===== src/rtl/sram_ctrl_pkg.sv =====
package sram_ctrl_pkg;

    typedef enum logic [1:0] {
        ST_IDLE   = 2'd0,
        ST_SETUP  = 2'd1,
        ST_STROBE = 2'd2,
        ST_HOLD   = 2'd3
    } sram_st_e;

    // Nanoseconds to clock periods, rounded up.
    function automatic int ns_to_cyc(input int ns, input int clk_ns);
        return (ns + clk_ns - 1) / clk_ns;
    endfunction

    function automatic int imax(input int a, input int b);
        return (a > b) ? a : b;
    endfunction

endpackage


===== src/rtl/sram_dwell_cnt.sv =====
module sram_dwell_cnt #(
    parameter int W = 4
) (
    input  logic         clk,
    input  logic         rst_n,
    input  logic         load,
    input  logic [W-1:0] load_val,
    output logic         zero
);

    logic [W-1:0] cnt_q;

    always_ff @(posedge clk or negedge rst_n) begin
        if (!rst_n) begin
            cnt_q <= '0;
        end else if (load) begin
            cnt_q <= load_val;
        end else if (cnt_q != '0) begin
            cnt_q <= cnt_q - 1'b1;
        end
    end

    assign zero = (cnt_q == '0);

endmodule


===== src/rtl/sram_dq_port.sv =====
module sram_dq_port #(
    parameter int DATA_W = 8
) (
    input  logic              clk,
    input  logic              rst_n,
    input  logic              load,
    input  logic [DATA_W-1:0] load_data,
    input  logic              drive,
    input  logic              capture,
    input  logic [DATA_W-1:0] dq_in,
    output logic [DATA_W-1:0] dq_out,
    output logic              dq_oe,
    output logic [DATA_W-1:0] rdata
);

    logic [DATA_W-1:0] wdata_q;
    logic [DATA_W-1:0] rdata_q;

    always_ff @(posedge clk or negedge rst_n) begin
        if (!rst_n) begin
            wdata_q <= '0;
            rdata_q <= '0;
        end else begin
            if (load)    wdata_q <= load_data;
            if (capture) rdata_q <= dq_in;
        end
    end

    assign dq_out = wdata_q;
    assign dq_oe  = drive;
    assign rdata  = rdata_q;

endmodule


===== src/rtl/sram_async_ctrl.sv =====
module sram_async_ctrl
    import sram_ctrl_pkg::*;
#(
    parameter int ADDR_W           = 17,
    parameter int DATA_W           = 8,
    parameter int CLK_NS           = 20,
    parameter int ADDR_SETUP_NS    = 0,
    parameter int WR_PULSE_NS      = 12,
    parameter int WR_DATA_SETUP_NS = 7,
    parameter int ADDR_TO_WEND_NS  = 12,
    parameter int WR_CYCLE_NS      = 15,
    parameter int RD_ACCESS_NS     = 15,
    parameter int OE_ACCESS_NS     = 7,
    parameter int RD_CYCLE_NS      = 15,
    parameter int HOLD_NS          = 0,
    parameter int RD_TURNOFF_NS    = 7
) (
    input  logic              clk,
    input  logic              rst_n,
    input  logic              req,
    input  logic              req_we,
    input  logic [ADDR_W-1:0] req_addr,
    input  logic [DATA_W-1:0] req_wdata,
    output logic              ready,
    output logic [DATA_W-1:0] rdata,
    output logic [ADDR_W-1:0] mem_addr,
    output logic              mem_ce_n,
    output logic              mem_ce,
    output logic              mem_oe_n,
    output logic              mem_we_n,
    output logic [DATA_W-1:0] mem_dq_out,
    output logic              mem_dq_oe,
    input  logic [DATA_W-1:0] mem_dq_in
);

    // Dwell times in clock periods.
    localparam int S_CYC  = imax(1, ns_to_cyc(ADDR_SETUP_NS, CLK_NS));
    localparam int WT_CYC = imax(imax(1, ns_to_cyc(WR_PULSE_NS, CLK_NS)),
                                 imax(ns_to_cyc(WR_DATA_SETUP_NS, CLK_NS),
                                      ns_to_cyc(ADDR_TO_WEND_NS, CLK_NS) - S_CYC));
    localparam int RT_CYC = imax(imax(1, ns_to_cyc(OE_ACCESS_NS, CLK_NS)),
                                 ns_to_cyc(RD_ACCESS_NS, CLK_NS) - S_CYC);
    localparam int WH_CYC = imax(imax(1, ns_to_cyc(HOLD_NS, CLK_NS)),
                                 ns_to_cyc(WR_CYCLE_NS, CLK_NS) - S_CYC - WT_CYC);
    localparam int RH_CYC = imax(imax(imax(1, ns_to_cyc(HOLD_NS, CLK_NS)),
                                      ns_to_cyc(RD_TURNOFF_NS, CLK_NS)),
                                 ns_to_cyc(RD_CYCLE_NS, CLK_NS) - S_CYC - RT_CYC);
    localparam int MAX_CYC = imax(imax(S_CYC, WT_CYC), imax(imax(RT_CYC, WH_CYC), RH_CYC));
    localparam int CNT_W   = $clog2(MAX_CYC + 1);

    sram_st_e          state_q, state_d;
    logic              wr_q;
    logic [ADDR_W-1:0] addr_q;
    logic              ready_q, ready_d;
    logic              accept, capture;
    logic              cnt_load, cnt_zero;
    logic [CNT_W-1:0]  cnt_val;
    logic              sel, drv_en;

    // Next state and counter reload.
    always_comb begin
        state_d  = state_q;
        accept   = 1'b0;
        capture  = 1'b0;
        ready_d  = 1'b0;
        cnt_load = 1'b0;
        cnt_val  = '0;
        unique case (state_q)
            ST_IDLE: begin
                if (req) begin
                    accept   = 1'b1;
                    state_d  = ST_SETUP;
                    cnt_load = 1'b1;
                    cnt_val  = CNT_W'(S_CYC - 1);
                end
            end
            ST_SETUP: begin
                if (cnt_zero) begin
                    state_d  = ST_STROBE;
                    cnt_load = 1'b1;
                    cnt_val  = wr_q ? CNT_W'(WT_CYC - 1) : CNT_W'(RT_CYC - 1);
                end
            end
            ST_STROBE: begin
                if (cnt_zero) begin
                    state_d  = ST_HOLD;
                    cnt_load = 1'b1;
                    cnt_val  = wr_q ? CNT_W'(WH_CYC - 1) : CNT_W'(RH_CYC - 1);
                    ready_d  = 1'b1;
                    capture  = !wr_q;
                end
            end
            ST_HOLD: begin
                if (cnt_zero) state_d = ST_IDLE;
            end
            default: state_d = ST_IDLE;
        endcase
    end

    // State register and request latches.
    always_ff @(posedge clk or negedge rst_n) begin
        if (!rst_n) begin
            state_q <= ST_IDLE;
            wr_q    <= 1'b0;
            addr_q  <= '0;
            ready_q <= 1'b0;
        end else begin
            state_q <= state_d;
            ready_q <= ready_d;
            if (accept) begin
                wr_q   <= req_we;
                addr_q <= req_addr;
            end
        end
    end

    // Pin levels decoded from the current state.
    always_comb begin
        sel      = (state_q == ST_SETUP) || (state_q == ST_STROBE);
        mem_ce_n = !sel;
        mem_ce   = sel;
        mem_oe_n = !((state_q == ST_STROBE) && !wr_q);
        mem_we_n = !((state_q == ST_STROBE) && wr_q);
        drv_en   = wr_q && ((state_q == ST_STROBE) || (state_q == ST_HOLD));
    end

    assign mem_addr = addr_q;
    assign ready    = ready_q;

    sram_dwell_cnt #(.W(CNT_W)) i_dwell (
        .clk      (clk),
        .rst_n    (rst_n),
        .load     (cnt_load),
        .load_val (cnt_val),
        .zero     (cnt_zero)
    );

    sram_dq_port #(.DATA_W(DATA_W)) i_dq (
        .clk       (clk),
        .rst_n     (rst_n),
        .load      (accept),
        .load_data (req_wdata),
        .drive     (drv_en),
        .capture   (capture),
        .dq_in     (mem_dq_in),
        .dq_out    (mem_dq_out),
        .dq_oe     (mem_dq_oe),
        .rdata     (rdata)
    );

    p_idle_quiet_r1: assert property (@(posedge clk) disable iff (!rst_n)
        (state_q == ST_IDLE) |-> (mem_ce_n && !mem_ce && mem_oe_n && mem_we_n
                                  && !mem_dq_oe && !ready));

    p_we_sel_r3: assert property (@(posedge clk) disable iff (!rst_n)
        !mem_we_n |-> (!mem_ce_n && mem_ce && mem_oe_n));

    p_no_fight_r4: assert property (@(posedge clk) disable iff (!rst_n)
        mem_dq_oe |-> mem_oe_n);

    p_addr_stable_r5: assert property (@(posedge clk) disable iff (!rst_n)
        (!mem_ce_n && $past(!mem_ce_n)) |-> $stable(mem_addr));

    p_rd_we_high_r6: assert property (@(posedge clk) disable iff (!rst_n)
        !mem_oe_n |-> (mem_we_n && !mem_ce_n && mem_ce));

    p_ready_pulse_r7: assert property (@(posedge clk) disable iff (!rst_n)
        ready |=> !ready);

    p_busy_ignore_r10: assert property (@(posedge clk) disable iff (!rst_n)
        (state_q != ST_IDLE) |=> ($stable(mem_addr) && $stable(mem_dq_out)));

endmodule


===== config.mk =====
export PLATFORM = sky130hd
export DESIGN_NAME = sram_async_ctrl
export DESIGN_NICKNAME = d
export VERILOG_FILES = /design/src/rtl/sram_ctrl_pkg.sv /design/src/rtl/sram_dwell_cnt.sv /design/src/rtl/sram_dq_port.sv /design/src/rtl/sram_async_ctrl.sv
export SDC_FILE = /design/constraint.sdc
export NUM_CORES = 1
export LEC_CHECK = 0
export CORE_ASPECT_RATIO = 0.8
export CORE_UTILIZATION = 53
export DETAILED_ROUTE_END_ITERATION = 16
export DONT_BUFFER_PORTS = 1
export GPL_TIMING_DRIVEN = 0
export PLACE_DENSITY = 0.71
export SLEW_MARGIN = 20
export SYNTH_ARGS = -nofsm -noshare
export SYNTH_HDL_FRONTEND = slang
export SYNTH_HIERARCHICAL = 1
export SYNTH_SLANG_ARGS = --single-unit

===== constraint.sdc =====
create_clock -name clk -period 1.43 [get_ports clk]
set_input_delay 0.3575 -clock clk [delete_from_list [all_inputs] [get_ports clk]]
set_output_delay 0.3575 -clock clk [all_outputs]
set_load 0.01 [all_outputs]

---- Yosys cells after proc, flatten, opt, wreduce, memory -nomap -nowiden ----
Cells that the tools add are included.
cells by class
  equality and inequality tests ........... 7
  reductions and logical operators ........ 12
  add/subtract/negate cells ............... 1
  multiplexer cells ....................... 14
operator list
  cell                   count
  $mux W1                8
  $mux W2                4
  $ne A2 B2 Y1 const B   4
  $pmux W2 S4            1
  $eq A2 B2 Y1 const B   2
  $logic_not A1 Y1       4
  $reduce_and A4 Y1      1
  $logic_and A1 B1 Y1    3
  $eq A2 B1 Y1 const B   1
  $logic_not A2 Y1       1
  $logic_or A1 B1 Y1     2
  $pmux W1 S2            1
  $reduce_or A2 Y1       1
  $sub A1 B1 Y1 const B  1
storage, ports and cells
  bits of input ports ..................... 37
  output and inout bits ................... 39
  flip-flop bits (word level) ............. 38
  logic and storage cells ................. 41

---- Logic depth before layout (Yosys ltp) ----
  depth in word-level cells ............... 4
  depth in mapped cells ................... 7
  mapped depth without buffers ............ 5

---- Cells and area by module ----
The synthesis kept the hierarchy.
modules (own cells, without submodules)
  module           seq. area each (um2)  cells an instance  area an instance (um2)  instances
  sram_async_ctrl  525.5                 67                 991.0                   1
  sram_dq_port     400.4                 35                 670.6                   1
  sram_dwell_cnt   25.0                  3                  35.0                    1

---- Worst setup path after synthesis ----
Ideal clock, no wire load.
  kind .................................... reg2reg
  from .................................... register state_q[0]
  to ...................................... register i_dq.rdata_q[0], in the netlist i_dq/rdata[0]
  data arrival time ....................... 1437 ps
  data required time ...................... 1305 ps
  stages on the path, launching flop included .. 7
  path buffers ............................ 1
  clock period less this slack ............ 1562 ps
  path slack .............................. -132 ps
  library setup time ...................... 125 ps
  cells stage by stage .................... dfrtp_1 inv_1 ha_1 and2_1 nor2b_1 buf_6 mux2_4
between the ends
  cells in the longest elaborated chain, start to end .. 2
ends and longest elaborated chain
  item                    line                    source
  from (decl)             sram_async_ctrl.sv:51   sram_st_e state_q, state_d;
  from (signal assigned)  sram_async_ctrl.sv:108  state_q <= state_d;
  $eq A2 B2 Y1            sram_async_ctrl.sv:68   unique case (state_q)
  $mux W1                 sram_async_ctrl.sv:68
  named net capture       sram_async_ctrl.sv:55   logic accept, capture;
  to (signal assigned)    sram_dq_port.sv:25      if (capture) rdata_q <= dq_in;
  to (decl)               sram_dq_port.sv:17      logic [DATA_W-1:0] rdata_q;
The timed path passes the listed nets, and every way through them passes these cells.
A chain may end at the register's enable or synchronous reset.

---- Final worst setup path ----
  from .................................... register state_q[1]
  to ...................................... output port mem_dq_oe
between the ends
  cells in the longest elaborated chain, start to end .. 3
  elaborated cells on any way between the ends .. 4
  those cells by class .................... 2 x eq/ne; 2 x reduce/logical
ends and longest elaborated chain
  item                     line                    source
  $eq A2 B2 Y1             sram_async_ctrl.sv:124  drv_en = wr_q && ((state_q == ST_STROBE) || (state_q == ST_HOLD));
  $logic_or A1 B1 Y1 (*)   sram_async_ctrl.sv:124
  $logic_and A1 B1 Y1 (*)  sram_async_ctrl.sv:124
  to (decl)                sram_async_ctrl.sv:32   output logic mem_dq_oe,
Every way passes the cells marked *; elsewhere a longest branch is shown, timed or not.

==> report_table.html <==
<table>
<tr><th>Metric</th><th>Value</th></tr>
<tr><th colspan="2">Place</th></tr>
<tr><td>Cells after DPL</td><td>143</td></tr>
<tr><td>Half-perimeter wire length after detailed placement</td><td>1990 microns</td></tr>
<tr><td>Number of buffer cells added on primary ports</td><td>0</td></tr>
<tr><td>Weighted congestion reported at the end of routability-driven placement</td><td>0.692</td></tr>
<tr><td>Pre-CTS setup slack</td><td>-0.142 ns</td></tr>
<tr><th colspan="2">STA</th></tr>
<tr><td>Achievable frequency</td><td>627 MHz</td></tr>
<tr><td>Final setup violation count</td><td>21</td></tr>
<tr><td>Final worst setup slack</td><td>-0.164 ns</td></tr>
<tr><td>Hold violation count in the final report</td><td>0</td></tr>
<tr><td>Clock period minus worst slack</td><td>1.59 ns</td></tr>
<tr><td>Max-slew violation count</td><td>0</td></tr>
<tr><td>Worst hold slack after final layout</td><td>0.216 ns</td></tr>
<tr><td>Final worst-path cycle share</td><td>111%</td></tr>
<tr><td>RSZ-0062 raised after global routing</td><td>yes</td></tr>
<tr><td>Setup Skew</td><td>0.00377 ns</td></tr>
<tr><th colspan="2">Status</th></tr>
<tr><td>Violations in the final reports</td><td>negative setup slack</td></tr>
<tr><td>Result of the run</td><td>finished with violations</td></tr>
<tr><th colspan="2">Setup path</th></tr>
<tr><td>CP cell instances</td><td>ha_2 -&gt; o21a_1 -&gt; buf_4</td></tr>
<tr><td>CP max FO</td><td>4</td></tr>
<tr><td>Highest cell delay on the worst timing path</td><td>0.45 ns</td></tr>
<tr><td>Endpoint type of the worst setup path</td><td>output port</td></tr>
<tr><td>Category of cells accounting for the largest share of critical-path delay</td><td>flip-flops</td></tr>
<tr><td>CP bufs+invs</td><td>1</td></tr>
<tr><td>CP required</td><td>1.07 ns</td></tr>
<tr><td>Data arrival time at the worst-slack endpoint</td><td>1.24 ns</td></tr>
<tr><td>Classification of the worst setup path</td><td>reg -&gt; out</td></tr>
<tr><td>Worst setup SP type</td><td>register</td></tr>
<tr><td>Slowest CP cell</td><td>dfrtp_2</td></tr>
<tr><th colspan="2">Clock tree</th></tr>
<tr><td>CTS buffer count</td><td>5</td></tr>
<tr><td>TritonCTS clock tree</td><td>yes</td></tr>
<tr><td>Clock Pin Slew Worst Setup and Hold Paths</td><td>0.07 ns</td></tr>
<tr><td>Clk_lat worst skew</td><td>0.28 ns</td></tr>
<tr><td>Buffer depth of the longest clock path</td><td>2</td></tr>
<tr><td>Root buffer selected by CTS</td><td>clkbuf_8</td></tr>
<tr><td>Depth of the CTS H-tree</td><td>2</td></tr>
<tr><td>Count of clock tree sinks</td><td>38</td></tr>
<tr><th colspan="2">Power</th></tr>
<tr><td>Clk network pwr share</td><td>14.9%</td></tr>
<tr><td>Total power per unit cell area</td><td>2540 mW/mm^2</td></tr>
<tr><td>Net Sw Power</td><td>1.68 mW</td></tr>
<tr><td>Internal power</td><td>3.30 mW</td></tr>
<tr><td>Design Power</td><td>4.98 mW</td></tr>
<tr><td>VDD IR max</td><td>0.00129 V</td></tr>
<tr><td>Part of the total power dissipated in combinational logic</td><td>39.0%</td></tr>
<tr><td>Pleak</td><td>0.959 nW</td></tr>
<tr><td>Seq pwr share</td><td>46.1%</td></tr>
<tr><td>Switching share of power</td><td>33.8%</td></tr>
<tr><th colspan="2">Logic synthesis</th></tr>
<tr><td>Post-synthesis instance total</td><td>105</td></tr>
<tr><td>Post-Synthesis Mean Instance Area</td><td>16.2 sq um</td></tr>
<tr><td>Syn_nets</td><td>147</td></tr>
<tr><td>Flop and latch count out of synthesis</td><td>38</td></tr>
<tr><td>Post-Syn Area</td><td>0.00170 sq mm</td></tr>
<tr><td>Syn. warnings</td><td>6</td></tr>
<tr><td>Number of unique standard cell types used by synthesis</td><td>18</td></tr>
<tr><td>Portion of the post-synthesis area used by sequential elements</td><td>56.0%</td></tr>
<tr><th colspan="2">Routing</th></tr>
<tr><td>Iteration count of the initial detailed-routing pass</td><td>3</td></tr>
<tr><td>Number of nets with antenna violations after routing</td><td>0</td></tr>
<tr><td>Avg Vias per Cell</td><td>5.39</td></tr>
<tr><td>Detailed Route Iter0 Violations</td><td>33</td></tr>
<tr><td>Post-detailed-route wirelength per cell</td><td>17.9 microns</td></tr>
<tr><td>DRC violation count after routing</td><td>0</td></tr>
<tr><td>Via count of the routed design</td><td>846</td></tr>
<tr><td>Wire length reported by the detailed router</td><td>2810 microns</td></tr>
<tr><th colspan="2">Layout</th></tr>
<tr><td>Utilization of the core after routing</td><td>67.9%</td></tr>
<tr><td>Layout Nets</td><td>160</td></tr>
<tr><td>Area growth syn-to-layout</td><td>15.7%</td></tr>
<tr><td>Diodes inserted</td><td>0</td></tr>
<tr><td>Non-filler cells in the finished layout</td><td>157</td></tr>
<tr><td>Share of cells above drive strength 1</td><td>53.8%</td></tr>
<tr><th colspan="2">Floorplan</th></tr>
<tr><td>Die area</td><td>0.00343 sq mm</td></tr>
<tr><td>Cell row count</td><td>17</td></tr>
<tr><td>Die height</td><td>52.6 microns</td></tr>
<tr><td>Placeable Area</td><td>0.00289 sq mm</td></tr>
<tr><td>Starting density of the core</td><td>58.7%</td></tr>
<tr><td>Top-level port count</td><td>76</td></tr>
<tr><td>Die X-Extent</td><td>65.3 microns</td></tr>
<tr><th colspan="2">Global routing</th></tr>
<tr><td>Overall Global Routing Usage</td><td>17.2%</td></tr>
<tr><td>Vias in the first global route</td><td>830</td></tr>
<tr><td>Congestion Overflow GR</td><td>0</td></tr>
<tr><td>Global-route wire length before repair</td><td>4110 microns</td></tr>
<tr><td>Pin count of the biggest net entering global routing</td><td>39</td></tr>
<tr><td>Number of antenna violations at the first check in global routing</td><td>0</td></tr>
<tr><th colspan="2">Min path</th></tr>
<tr><td>Hold Crit Class</td><td>in -&gt; reg</td></tr>
<tr><th colspan="2">Run</th></tr>
<tr><td>Max-cap violations</td><td>0</td></tr>
</table>
==> layer usage <==
layer  wire length [microns]  vias to the layer above  track usage (%)
met1                    1140                      414             20.4
met4                      35                        0             8.70
met5                       0                        -                0
met2                    1350                       48             27.1
met3                     291                        5             7.17
li1                        -                      379                -
==> cell usage in the layout (no fill, tap or decap), types with 2 or more instances in the layout <==
cell type  synthesis  routed
buf_4              1       5
inv_2              1       3
ha_1               5       2
ha_4               0       2
nand2b_1           3       2
inv_1              4       2
nor2_1             2       2
mux2_4            34      34
a21oi_1            2       2
clkbuf_8           0       6
buf_6              4       2
dfrtp_1           38      37
buf_8              0       2
==> worst register-to-register path: cells and delay by family (launching register included) <==
kind | cells | cell delay [ns]
adder cells (fa/ha/maj) | 1 | 0.16
multiplexers | 1 | 0.31
buffers and inverters | 4 | 0.47
flip-flops | 1 | 0.45
AND/OR/NAND/NOR | 1 | 0.05
==> area by class of cell <==
class                           count  area [sq um]
Sequential cell                    38           952
Fill cell                         217           930
Inverter                            5          18.8
Clock inverter                      2          12.5
Clock buffer                        6          82.6
Multi-Input combinational cell     57           729
Tap cell                           38          47.5
Buffer                              5          60.1
Timing Repair Buffer                6          60.1
==> state kept, by name, summed over array words and instances, names as in the netlist <==
signal	count
wr_q	1
mem_addr	17
state_q	2
i_dq/rdata	8
i_dwell/cnt_q	1
i_dq/dq_out	8
ready	1
==> synthesized netlist by cell type, drive strengths merged <==
| cell | number | share of area (%) |
|---|---|---|
| buf | 5 | 3.1 |
| a31o | 1 | 0.52 |
| conb | 1 | 0.22 |
| nor2b | 1 | 0.37 |
| mux2i | 1 | 0.59 |
| a21oi | 2 | 0.59 |
| and2 | 2 | 0.74 |
| ha | 5 | 3.7 |
| o21a | 1 | 0.44 |
| nor2 | 2 | 0.44 |
| nand2 | 3 | 0.66 |
| inv | 5 | 1.1 |
| o21ai | 1 | 0.29 |
| nand2b | 3 | 1.1 |
| dfrtp | 38 | 56 |
| mux2 | 34 | 30 |
==> repair_timing <==
item / in CTS / in global routing
endpoints found under the hold margin: 38 / 0
pin swaps: 2 / 1
hold buffers: 2 / 0
gates resized for setup: 5 / 0
setup endpoints to repair: 21 / 21
buffers inserted: 2 / 2
==> cells by family after synthesis <==
group	synth area share, %
flops	56.0
other cells	0.221
fa+ha+maj	3.69
buf+inv	4.20
simple gates	3.32
compound gates	1.84
mux	30.7
==> final timing paths <==
path | startpoint | to | slack, ns | cells past startpoint
hold reg to reg | mem_addr[10]$_DFFE_PN0P_ | mem_addr[10]$_DFFE_PN0P_ | 0.58 | 1
setup / recovery | state_q[1]$_DFFE_PN0P_ | mem_dq_oe | -0.16 | 3
min in group asynchronous | rst_n | mem_addr[6]$_DFFE_PN0P_ | 0.53 | 2
hold / removal | req_addr[5] | mem_addr[5]$_DFFE_PN0P_ | 0.22 | 1
max in group asynchronous | rst_n | state_q[1]$_DFFE_PN0P_ | 0.71 | 2
setup reg to reg | state_q[1]$_DFFE_PN0P_ | i_dq/dq_out[5]$_DFFE_PN0P_ | -0.12 | 7
==> through the flow <==
step | TNS, ns | area [sq um]
2_1_floorplan | -0.492 | 1740
3_3_place_gp | -1.40 | 1790
3_5_place_dp | -2.04 | 1790
4_1_cts | -2.46 | 1950
5_1_grt | -3.46 | 1960
6_report | -2.17 | 1960
==> power by group through the flow <==
stage                     Combinational, mW  Sequential, mW  Clock, mW
final                                  1.94            2.30      0.741
after global routing                   2.10            2.36      0.819
after CTS                              1.93            2.30      0.766
after detailed placement               1.80            2.31          0
after global placement                 1.74            2.29          0
after floorplan                        1.63            2.18          0
Note: power is estimated with default switching activity, not from simulation.
